`src/rtl/sershift_pkg.sv`:
```
// Shared types for the serial shifter: transfer job and async frame phase.
package sershift_pkg;

    // Transfer job, encoded as {sync, tx}.
    typedef enum logic [1:0] {
        JOB_ASYNC_RX = 2'b00,
        JOB_ASYNC_TX = 2'b01,
        JOB_SYNC_RX  = 2'b10,
        JOB_SYNC_TX  = 2'b11
    } xfer_job_t;

    // Phase of an asynchronous frame.
    typedef enum logic [1:0] {
        PH_IDLE  = 2'b00,
        PH_START = 2'b01,
        PH_DATA  = 2'b10,
        PH_STOP  = 2'b11
    } frame_ph_t;

endpackage

```
`src/rtl/pin_edge_sync.sv`:
```
// Two-flop synchronizer for W asynchronous inputs.
// Provides the synchronized level and its one-cycle delayed copy so that
// the user can derive rising and falling edges.
// Assumes: inputs may change at any time; RST_VAL gives the idle level.
module pin_edge_sync #(
    parameter int          W       = 2,
    parameter logic [W-1:0] RST_VAL = '0
) (
    input  logic         clk,
    input  logic         rst_n,
    input  logic [W-1:0] raw,
    output logic [W-1:0] lvl,
    output logic [W-1:0] lvl_d
);

    for (genvar i = 0; i < W; i++) begin : g_bit
        logic s1, s2, s3;
        // Metastability chain plus one history stage for edge detection.
        always_ff @(posedge clk) begin
            if (!rst_n) begin
                s1 <= RST_VAL[i];
                s2 <= RST_VAL[i];
                s3 <= RST_VAL[i];
            end else begin
                s1 <= raw[i];
                s2 <= s1;
                s3 <= s2;
            end
        end
        assign lvl[i]   = s2;
        assign lvl_d[i] = s3;
    end

endmodule

```
`src/rtl/bit_timer.sv`:
```
// Programmable bit-period timer.
// Emits one tick every `period` clocks while running, with 0 meaning
// 2**PERIOD_W. A start may request a first interval of half a period.
// Assumes: start and stop are never asserted together.
module bit_timer #(
    parameter int PERIOD_W = 16
) (
    input  logic                clk,
    input  logic                rst_n,
    input  logic                start,
    input  logic                half,
    input  logic                stop,
    input  logic [PERIOD_W-1:0] period,
    output logic                tick
);

    localparam int CW = PERIOD_W + 1;

    logic [CW-1:0] cnt, eff, half_v;
    logic          run;

    // Effective period and its half (never below one clock).
    always_comb begin
        eff    = (period == '0) ? (CW'(1) << PERIOD_W) : {1'b0, period};
        half_v = eff >> 1;
        if (half_v == '0) half_v = CW'(1);
    end

    assign tick = run && (cnt == CW'(1));

    // Down-counter that reloads on every tick.
    always_ff @(posedge clk) begin
        if (!rst_n) begin
            run <= 1'b0;
            cnt <= CW'(1);
        end else if (stop) begin
            run <= 1'b0;
            cnt <= CW'(1);
        end else if (start) begin
            run <= 1'b1;
            cnt <= half ? half_v : eff;
        end else if (tick) begin
            cnt <= eff;
        end else if (run) begin
            cnt <= cnt - CW'(1);
        end
    end

endmodule

```
`src/rtl/shift_core.sv`:
```
// Shared shift register and bit counter for all four transfer jobs.
// Shifts right (LSB-first jobs) or left (MSB-first jobs), and flags the
// last bit of an 8- or 32-bit word. Also exposes the next register value.
// Assumes: at most one of ld, sh_r and sh_l is set in a cycle.
module shift_core #(
    parameter int WORD_W   = 32,
    parameter int NARROW_W = 8
) (
    input  logic              clk,
    input  logic              rst_n,
    input  logic              wide,
    input  logic              ld,
    input  logic [WORD_W-1:0] ld_val,
    input  logic              sh_r,
    input  logic              sh_l,
    input  logic              in_bit,
    input  logic              cnt_clr,
    input  logic              cnt_inc,
    output logic [WORD_W-1:0] sreg,
    output logic [WORD_W-1:0] sreg_nxt,
    output logic              cnt_last
);

    localparam int CNT_W = $clog2(WORD_W);

    logic [CNT_W-1:0] cnt;

    // Next shift-register value for the requested operation.
    always_comb begin
        if (ld)        sreg_nxt = ld_val;
        else if (sh_r) sreg_nxt = {in_bit, sreg[WORD_W-1:1]};
        else if (sh_l) sreg_nxt = {sreg[WORD_W-2:0], in_bit};
        else           sreg_nxt = sreg;
    end

    assign cnt_last = (cnt == (wide ? CNT_W'(WORD_W - 1) : CNT_W'(NARROW_W - 1)));

    // Shift-register and bit-counter state.
    always_ff @(posedge clk) begin
        if (!rst_n) begin
            sreg <= '0;
            cnt  <= '0;
        end else begin
            sreg <= sreg_nxt;
            if (cnt_clr)      cnt <= '0;
            else if (cnt_inc) cnt <= cnt + CNT_W'(1);
        end
    end

endmodule

```
`src/rtl/serial_shifter_unit.sv`:
```
// Combined serial shifter: async TX/RX with start/stop framing and a
// programmable bit period, or sync TX/RX clocked by an external shift clock.
// Async jobs are LSB-first, sync jobs MSB-first; words are 8 or 32 bits.
// Assumes: sclk_in is much slower than clk (at least ~4 clocks per phase);
// the configuration is written while the link is quiet.
module serial_shifter_unit
    import sershift_pkg::*;
#(
    parameter int WORD_W   = 32,
    parameter int NARROW_W = 8,
    parameter int PERIOD_W = 16
) (
    input  logic                clk,
    input  logic                rst_n,
    input  logic                cfg_we,
    input  logic                cfg_sync,
    input  logic                cfg_tx,
    input  logic                cfg_wide,
    input  logic [PERIOD_W-1:0] cfg_period,
    input  logic [WORD_W-1:0]   wr_data,
    input  logic                wr_load,
    output logic [WORD_W-1:0]   rd_data,
    input  logic                rd_ack,
    output logic                busy,
    output logic                done,
    input  logic                pin_in,
    input  logic                sclk_in,
    output logic                pin_out
);

    localparam int PAD_W = WORD_W - NARROW_W;
    localparam logic [WORD_W-1:0] NARROW_MASK = {{PAD_W{1'b0}}, {NARROW_W{1'b1}}};

    // ---------------- configuration ----------------
    logic                m_sync, m_tx, m_wide;
    logic [PERIOD_W-1:0] m_period;
    xfer_job_t           job;

    // Configuration register; resets to async transmit, 8 bits, period 1.
    always_ff @(posedge clk) begin
        if (!rst_n) begin
            m_sync   <= 1'b0;
            m_tx     <= 1'b1;
            m_wide   <= 1'b0;
            m_period <= PERIOD_W'(1);
        end else if (cfg_we) begin
            m_sync   <= cfg_sync;
            m_tx     <= cfg_tx;
            m_wide   <= cfg_wide;
            m_period <= cfg_period;
        end
    end

    assign job = xfer_job_t'({m_sync, m_tx});

    // ---------------- input synchronizers ----------------
    logic [1:0] lvl, lvl_d;
    logic       din_lvl, din_fall, sclk_rise, sclk_fall;

    pin_edge_sync #(.W(2), .RST_VAL(2'b01)) u_sync (
        .clk   (clk),
        .rst_n (rst_n),
        .raw   ({sclk_in, pin_in}),
        .lvl   (lvl),
        .lvl_d (lvl_d)
    );

    assign din_lvl   = lvl[0];
    assign din_fall  = !lvl[0] && lvl_d[0];
    assign sclk_rise = lvl[1] && !lvl_d[1];
    assign sclk_fall = !lvl[1] && lvl_d[1];

    // ---------------- datapath instances ----------------
    logic              t_start, t_half, t_stop, tick;
    logic              sh_ld, sh_r, sh_l, in_bit, cnt_clr, cnt_inc, cnt_last;
    logic [WORD_W-1:0] ld_val, sreg, sreg_nxt;

    bit_timer #(.PERIOD_W(PERIOD_W)) u_timer (
        .clk    (clk),
        .rst_n  (rst_n),
        .start  (t_start),
        .half   (t_half),
        .stop   (t_stop),
        .period (m_period),
        .tick   (tick)
    );

    shift_core #(.WORD_W(WORD_W), .NARROW_W(NARROW_W)) u_core (
        .clk      (clk),
        .rst_n    (rst_n),
        .wide     (m_wide),
        .ld       (sh_ld),
        .ld_val   (ld_val),
        .sh_r     (sh_r),
        .sh_l     (sh_l),
        .in_bit   (in_bit),
        .cnt_clr  (cnt_clr),
        .cnt_inc  (cnt_inc),
        .sreg     (sreg),
        .sreg_nxt (sreg_nxt),
        .cnt_last (cnt_last)
    );

    // ---------------- control ----------------
    frame_ph_t ph, ph_nxt;
    logic      stx_busy, stx_busy_nxt;
    logic      fin, cap;

    // Sequencing of all four jobs over the shared timer and shifter.
    always_comb begin
        ph_nxt       = ph;
        stx_busy_nxt = stx_busy;
        t_start      = 1'b0;
        t_half       = 1'b0;
        t_stop       = 1'b0;
        sh_ld        = 1'b0;
        ld_val       = wr_data;
        sh_r         = 1'b0;
        sh_l         = 1'b0;
        in_bit       = din_lvl;
        cnt_clr      = 1'b0;
        cnt_inc      = 1'b0;
        fin          = 1'b0;
        cap          = 1'b0;
        if (cfg_we) begin
            ph_nxt       = PH_IDLE;
            stx_busy_nxt = 1'b0;
            t_stop       = 1'b1;
            cnt_clr      = 1'b1;
        end else begin
            case (job)
                JOB_ASYNC_TX: begin
                    case (ph)
                        PH_IDLE: if (wr_load) begin
                            sh_ld   = 1'b1;
                            cnt_clr = 1'b1;
                            t_start = 1'b1;
                            ph_nxt  = PH_START;
                        end
                        PH_START: if (tick) ph_nxt = PH_DATA;
                        PH_DATA: if (tick) begin
                            sh_r = 1'b1;
                            if (cnt_last) begin
                                cnt_clr = 1'b1;
                                ph_nxt  = PH_STOP;
                            end else begin
                                cnt_inc = 1'b1;
                            end
                        end
                        PH_STOP: if (tick) begin
                            t_stop = 1'b1;
                            fin    = 1'b1;
                            ph_nxt = PH_IDLE;
                        end
                        default: ph_nxt = PH_IDLE;
                    endcase
                end
                JOB_ASYNC_RX: begin
                    case (ph)
                        PH_IDLE: if (din_fall) begin
                            t_start = 1'b1;
                            t_half  = 1'b1;
                            cnt_clr = 1'b1;
                            ph_nxt  = PH_START;
                        end
                        PH_START: if (tick) begin
                            if (!din_lvl) begin
                                t_start = 1'b1;
                                ph_nxt  = PH_DATA;
                            end else begin
                                t_stop = 1'b1;
                                ph_nxt = PH_IDLE;
                            end
                        end
                        PH_DATA: if (tick) begin
                            sh_r = 1'b1;
                            if (cnt_last) begin
                                fin     = 1'b1;
                                cap     = 1'b1;
                                cnt_clr = 1'b1;
                                t_stop  = 1'b1;
                                ph_nxt  = PH_IDLE;
                            end else begin
                                cnt_inc = 1'b1;
                            end
                        end
                        default: ph_nxt = PH_IDLE;
                    endcase
                end
                JOB_SYNC_TX: begin
                    if (!stx_busy) begin
                        if (wr_load) begin
                            sh_ld        = 1'b1;
                            ld_val       = m_wide ? wr_data : (wr_data << PAD_W);
                            cnt_clr      = 1'b1;
                            stx_busy_nxt = 1'b1;
                        end
                    end else begin
                        in_bit = 1'b0;
                        if (sclk_rise) begin
                            if (cnt_last) begin
                                fin          = 1'b1;
                                cnt_clr      = 1'b1;
                                stx_busy_nxt = 1'b0;
                            end else begin
                                cnt_inc = 1'b1;
                            end
                        end
                        if (sclk_fall) sh_l = 1'b1;
                    end
                end
                default: begin
                    if (sclk_rise) begin
                        sh_l = 1'b1;
                        if (cnt_last) begin
                            fin     = 1'b1;
                            cap     = 1'b1;
                            cnt_clr = 1'b1;
                        end else begin
                            cnt_inc = 1'b1;
                        end
                    end
                end
            endcase
        end
    end

    // Control state and the done flag.
    always_ff @(posedge clk) begin
        if (!rst_n) begin
            ph       <= PH_IDLE;
            stx_busy <= 1'b0;
            done     <= 1'b0;
        end else begin
            ph       <= ph_nxt;
            stx_busy <= stx_busy_nxt;
            if (fin)                               done <= 1'b1;
            else if (rd_ack || wr_load || cfg_we)  done <= 1'b0;
        end
    end

    // Received-word alignment: async words arrive at the top, sync at the bottom.
    logic [WORD_W-1:0] rx_word;
    always_comb begin
        if (m_sync) rx_word = m_wide ? sreg_nxt : (sreg_nxt & NARROW_MASK);
        else        rx_word = m_wide ? sreg_nxt : (sreg_nxt >> PAD_W);
    end

    // Read register, loaded only when a received word completes.
    always_ff @(posedge clk) begin
        if (!rst_n)   rd_data <= '0;
        else if (cap) rd_data <= rx_word;
    end

    // Line driver: start low, data from the shifter, idle and stop high.
    always_comb begin
        pin_out = 1'b1;
        if (job == JOB_ASYNC_TX) begin
            if (ph == PH_START)     pin_out = 1'b0;
            else if (ph == PH_DATA) pin_out = sreg[0];
        end else if (job == JOB_SYNC_TX && stx_busy) begin
            pin_out = sreg[WORD_W-1];
        end
    end

    assign busy = (ph != PH_IDLE) || stx_busy;

endmodule

```
`config.mk`:
```
export PLATFORM = sky130hd
export DESIGN_NAME = serial_shifter_unit
export DESIGN_NICKNAME = d
export VERILOG_FILES = /design/src/rtl/sershift_pkg.sv /design/src/rtl/pin_edge_sync.sv /design/src/rtl/bit_timer.sv /design/src/rtl/shift_core.sv /design/src/rtl/serial_shifter_unit.sv
export SDC_FILE = /design/constraint.sdc
export NUM_CORES = 1
export LEC_CHECK = 0
export BUFFER_PORTS_ARGS = -buffer_cell sky130_fd_sc_hd__buf_4
export CAP_MARGIN = 20
export CORE_ASPECT_RATIO = 1.75
export CORE_MARGIN = 2
export CORE_UTILIZATION = 51
export CTS_BUF_LIST = sky130_fd_sc_hd__clkbuf_4
export DETAILED_ROUTE_END_ITERATION = 6
export GPL_TIMING_DRIVEN = 0
export PLACE_DENSITY = 0.76
export SLEW_MARGIN = 0
export SYNTH_ARGS = -nofsm -noshare
export SYNTH_HDL_FRONTEND = slang
export SYNTH_SLANG_ARGS = --single-unit
```
`constraint.sdc`:
```
create_clock -name clk -period 2.25 [get_ports clk]
set_input_delay 0.3375 -clock clk [delete_from_list [all_inputs] [get_ports clk]]
set_output_delay 0.3375 -clock clk [all_outputs]
set_load 0.03 [all_outputs]
```
# After elaboration in Yosys (flattened, before gate mapping)
# Cells that the tools add are included.
# classes
add_sub_neg	2
n_eq_ne	16
mux	92
bitwise	1
reduce_logical	25
# op_table
op	n
$mux W32	11
$mux W17	5
$mux W1	49
$ne A3 B3 Y1 const B	9
$mux W2	10
$pmux W1 S2	10
$eq A17 B1 Y1 const B	1
$logic_not A17 Y1	1
$sub A17 B1 Y17 const B	1
$logic_not A16 Y1	1
$mux W16	1
$reduce_and A10 Y1	1
$reduce_or A2 Y1	5
$pmux W2 S4	1
$eq A2 B2 Y1 const B	3
$pmux W1 S3	2
$pmux W2 S3	1
$reduce_bool A2 Y1	3
$add A5 B1 Y5 const B	1
$eq A5 B5 Y1	1
$logic_and A1 B1 Y1	5
$mux W5	1
$eq A2 B1 Y1 const B	2
$logic_not A2 Y1	2
5 further kinds	9
# word_totals
ff_bits	116
inputBits	58
output_inout_bits	35
elab_cells	154

# Logic depth before layout (Yosys ltp)
# logic_depth
word_depth	11
depth_mapped	11
depth_no_buf	8

# Modules after synthesis
# From an unflattened synthesis, not the netlist that was laid out.
# unflattened
cells_unflattened	860
area_unflattened_um2	7477.2
# modules_own_cells
module	instances	cells_per_inst	area_per_inst_um2	seq_area_each_um2
shift_core	1	323	2927.8	740.7
serial_shifter_unit	1	342	2910.3	1101.1
bit_timer	1	179	1451.4	360.3
pin_edge_sync	1	16	187.7	120.1

# Least setup slack after synthesis
# OpenSTA, ideal clock, no wires.
# synth_timing
kind	register -> register
from	reg u_core.cnt[4]
to	reg rd_data[0]
setup_time_ns	0.083
t_arrival_ns	2.429
required_time_ns	2.167
path_slack_ns	-0.262
stages_incl_launch_ff	9
n_path_buf	2
synth_period_minus_slack_ns	2.512
path_cell_list	dfxtp_1 or3_4 a211o_1 or4_4 and2_4 buf_6 or3_1 clkbuf_2 o221ai_1
# synth_via
elab_chain_cells	6
# synth_rtl
element	line	text
start: declaration	shift_core.sv:26	logic [CNT_W-1:0] cnt;
start signal: assignment	shift_core.sv:46	else if (cnt_inc) cnt <= cnt + CNT_W'(1);
$eq A5 B5 Y1 *	shift_core.sv:36	assign cnt_last = (cnt == (wide ? CNT_W'(WORD_W - 1) : CNT_W'(NARROW_W - 1)));
$mux W1 *	serial_shifter_unit.sv:177, serial_shifter_unit.sv:215	
$mux W1	serial_shifter_unit.sv:175	PH_DATA: if (tick) begin
$mux W1	serial_shifter_unit.sv:159	case (ph)
$pmux W1 S2 *	serial_shifter_unit.sv:131	case (job)
$mux W1 *	serial_shifter_unit.sv:125	if (cfg_we) begin
end signal: assignment	serial_shifter_unit.sv:252	else if (cap) rd_data <= rx_word;
end: declaration	serial_shifter_unit.sv:22	output logic [WORD_W-1:0] rd_data,
# Mark *: on every way between the ends. The rest lies on a longest branch, timed or not.
# A chain may end at the register's enable or synchronous reset.

# Final worst setup path
# layout_timing
from	reg u_timer.cnt[15]
to	reg rd_data[30]
# layout_via
elab_chain_cells	10
# layout_rtl
element	line	text
start: declaration	bit_timer.sv:19	logic [CW-1:0] cnt, eff, half_v;
start signal: assignment	bit_timer.sv:41	cnt <= half ? half_v : eff;
start signal: assignment	bit_timer.sv:45	cnt <= cnt - CW'(1);
$eq A17 B1 Y1 *	bit_timer.sv:29	assign tick = run && (cnt == CW'(1));
$logic_and A1 B1 Y1 *	bit_timer.sv:29	
$mux W1	serial_shifter_unit.sv:141, serial_shifter_unit.sv:175	
$mux W1	serial_shifter_unit.sv:159	
$mux W1	--	
$mux W1	serial_shifter_unit.sv:125	
$mux W32	shift_core.sv:31	else if (sh_r) sreg_nxt = {in_bit, sreg[WORD_W-1:1]};
$mux W32	shift_core.sv:30	if (ld) sreg_nxt = ld_val;
$mux W32, on equally long branches	serial_shifter_unit.sv:246, serial_shifter_unit.sv:245	
$mux W32	serial_shifter_unit.sv:245	if (m_sync) rx_word = m_wide ? sreg_nxt : (sreg_nxt & NARROW_MASK);
# Marked as above.

==> reports/results.txt <==
Hold/Removal Path Class - input pin to flop
Root Buffer - clkbuf_4
Starting Density - 52.4%
HPWL after DPL - 15400 um
Sequential cell area - 2350 um^2
clock latency at the later pin of the worst-skew pair - 0.55 ns
synthesized area per cell - 8.20 um^2
Slew @ Worst Pin - 0.783 ns
detail-routed net length per standard cell - 21.0 um
crit path time final - 2.38 ns
CP startpoint kind - flop
period utilisation layout - 106%
Area contributors post-synth - dfxtp_1 38%, mux2i_1 6.1%, nor2_1 5.5%
worst-case vdd ir drop - 0.462 mV
initial antenna violation count - 1
H-Tree Depth - 4
most common cell in the netlist - dfxtp_1
leak pwr - 3.17 nW
Synth cell types - 60
number of I/O port buffers - 92
Main synth FF type - dfxtp_1
CTS tree - built
Final nets - 948
clock skew - 0.0325 ns
Crit. End Element - flop
Core Area - 11600 um^2
Final Setup Violations - 32
Final Total Pwr - 0.00475 W
RSZ-0062 raised after global routing - yes
multi-input combinational cell area - 3910 um^2
asr flop ratio synth - 0%
routed via count - 6626
CP max FO - 5
failing checks - setup timing
Worst slew margin - 47.8%
setup ws final - -0.127 ns
GRT Util Overall - 32.9%
flops & latches, synth - 116
status - finished, violations left
Synth top cells by count - 116 x dfxtp_1, 89 x nor2_1, 78 x nand2_1, 42 x clkbuf_1, 42 x nand3_1
Die Width - 86.5 um
clock slew at reported path FFs - 0.13 ns
total clock sinks - 116
CP arrival - 2.84 ns
CP Class - flop to flop
area grow syn2layout - 33.2%
clk buf depth - 2
Seq/Total Area, Yosys - 38.3%
vias in the first global route - 6665
initial DRC count - 452
Final GP Congestion - 0.951
largest net degree at the start of global routing - 17
final hold vios - 0
pwr dens - 588 nW/um^2
final wirelength - 21600 um
placed cell area - 6970 um^2
site row count - 52
leading area contributor after synthesis - dfxtp_1
Syn Nets - 805
Inserted Clock Buffers - 17
required time worst endpoint - 2.72 ns
hold slack - 0.0203 ns
Post-synth EDFFs - 0
Synth top area share - 38.3%
number of remaining DRC errors - 0
Initial DRT Pass Iterations - 7
Die ar. - 12800 um^2
max cap viols - 0
routed vias/inst - 6.44
yosys warns - 0
Top Ports - 93
Die Span Y - 148 um
first-pass GRT wire length - 32900 um
Max Transition Viols Final - 0
fraction of layout cells with a size suffix above 1 - 32.4%
# fillers - 907
Overflow after GRT - 0
Post-Syn Area - 6070 um^2
total negative slack - -2.07 ns
antenna violation net count after detailed routing - 0
Max Freq - 421 MHz
Final Cell Area - 8080 um^2
cells after synthesis - 740
[area by class of cell]
class                           instances  share of cell area [%]
Clock buffer                           18                    1.67
Multi-Input combinational cell        553                    48.4
Sequential cell                       116                    29.1
Inverter                               18                   0.836
Buffer                                 46                    4.16
Tap cell                              135                    2.09
Timing Repair Buffer                  131                    12.4
Antenna cell                            1                  0.0310
Clock inverter                         11                    1.42
[through the flow]
step	util, %	cells	setup WS (ns)
6_report	69.8	1029	-0.127
5_1_grt	69.8	1029	-0.148
2_1_floorplan	-	740	-0.108
3_3_place_gp	60.1	967	-0.840
4_1_cts	67.0	1014	-0.0600
3_5_place_dp	60.2	968	-0.864
[registers in the layout (all words and copies together), names as in the netlist]
signal           count
u_core.cnt           5
u_sync.g_bit.s3      2
m_wide               1
u_timer.run          1
u_timer.cnt         17
m_tx                 1
u_sync.g_bit.s2      2
ph                   2
done                 1
m_period            16
u_core.sreg         32
stx_busy             1
u_sync.g_bit.s1      2
rd_data             32
m_sync               1
[power breakdown]
part | internal [W] | total (W) | switching, W
logic | 0.000440 | 0.00102 | 0.000585
clock network | 0.000639 | 0.00146 | 0.000823
registers | 0.00214 | 0.00227 | 0.000121
[worst max-delay path: stages (launching register included)]
cell,delay (ns)
dfxtp_1,0.38
nor4_4,0.36
nand3_2,0.15
or4_4,0.60
buf_6,0.14
a21boi_4,0.26
buf_6,0.19
nand3_1,0.09
a21oi_1,0.12
[layer usage]
layer	track usage [%]	vias to the layer above	share of wire, %
li1	-	3012	-
met1	32.5	3117	33
met2	60.0	382	53
met3	5.77	115	6.9
met4	23.5	0	7.0
met5	0	-	0
[repair_timing]
item | CTS | global route
endpoints found under the setup margin | 91 | 90
buffers inserted | 20 | 14
cloned | 2 | 0
resized for setup | 115 | 65
pin swaps | 22 | 23
hold buffers | 2 | 0
hold endpoints to repair | 2 | 0
[cells by family after synthesis]
kind of cell,Yosys count,share of synthesized area (%)
xor gates and xnor gates,5,0.721
AOI/OAI and AO/OA,201,24.1
DFF,116,38.3
muxes,47,7.96
and+or+nand+nor,293,22.9
adders and majority gates,7,1.44
buffers and inverters,71,4.62
[layout by cell type (no fill, tap or decap), types with 16 or more instances in the layout]
cell type,n
nand3_1,31
dfxtp_1,101
a21oi_1,31
mux2i_1,35
clkbuf_4,25
a211oi_1,20
nand2_1,75
and2_1,16
buf_4,124
nor2_1,87
[final timing paths]
kind / start / end / slack (ns) / depth (start not counted)
setup / recovery: u_timer.cnt[15] / rd_data[30] / -0.13 / 8
hold / removal: cfg_period[3] / m_period[3] / 0.02 / 3
setup reg to reg: u_timer.cnt[15] / rd_data[30] / -0.13 / 8
hold reg to reg: u_sync.g_bit[0].s1 / u_sync.g_bit[0].s2 / 0.42 / 1
No activity file was read; power rests on OpenSTA's default activity.
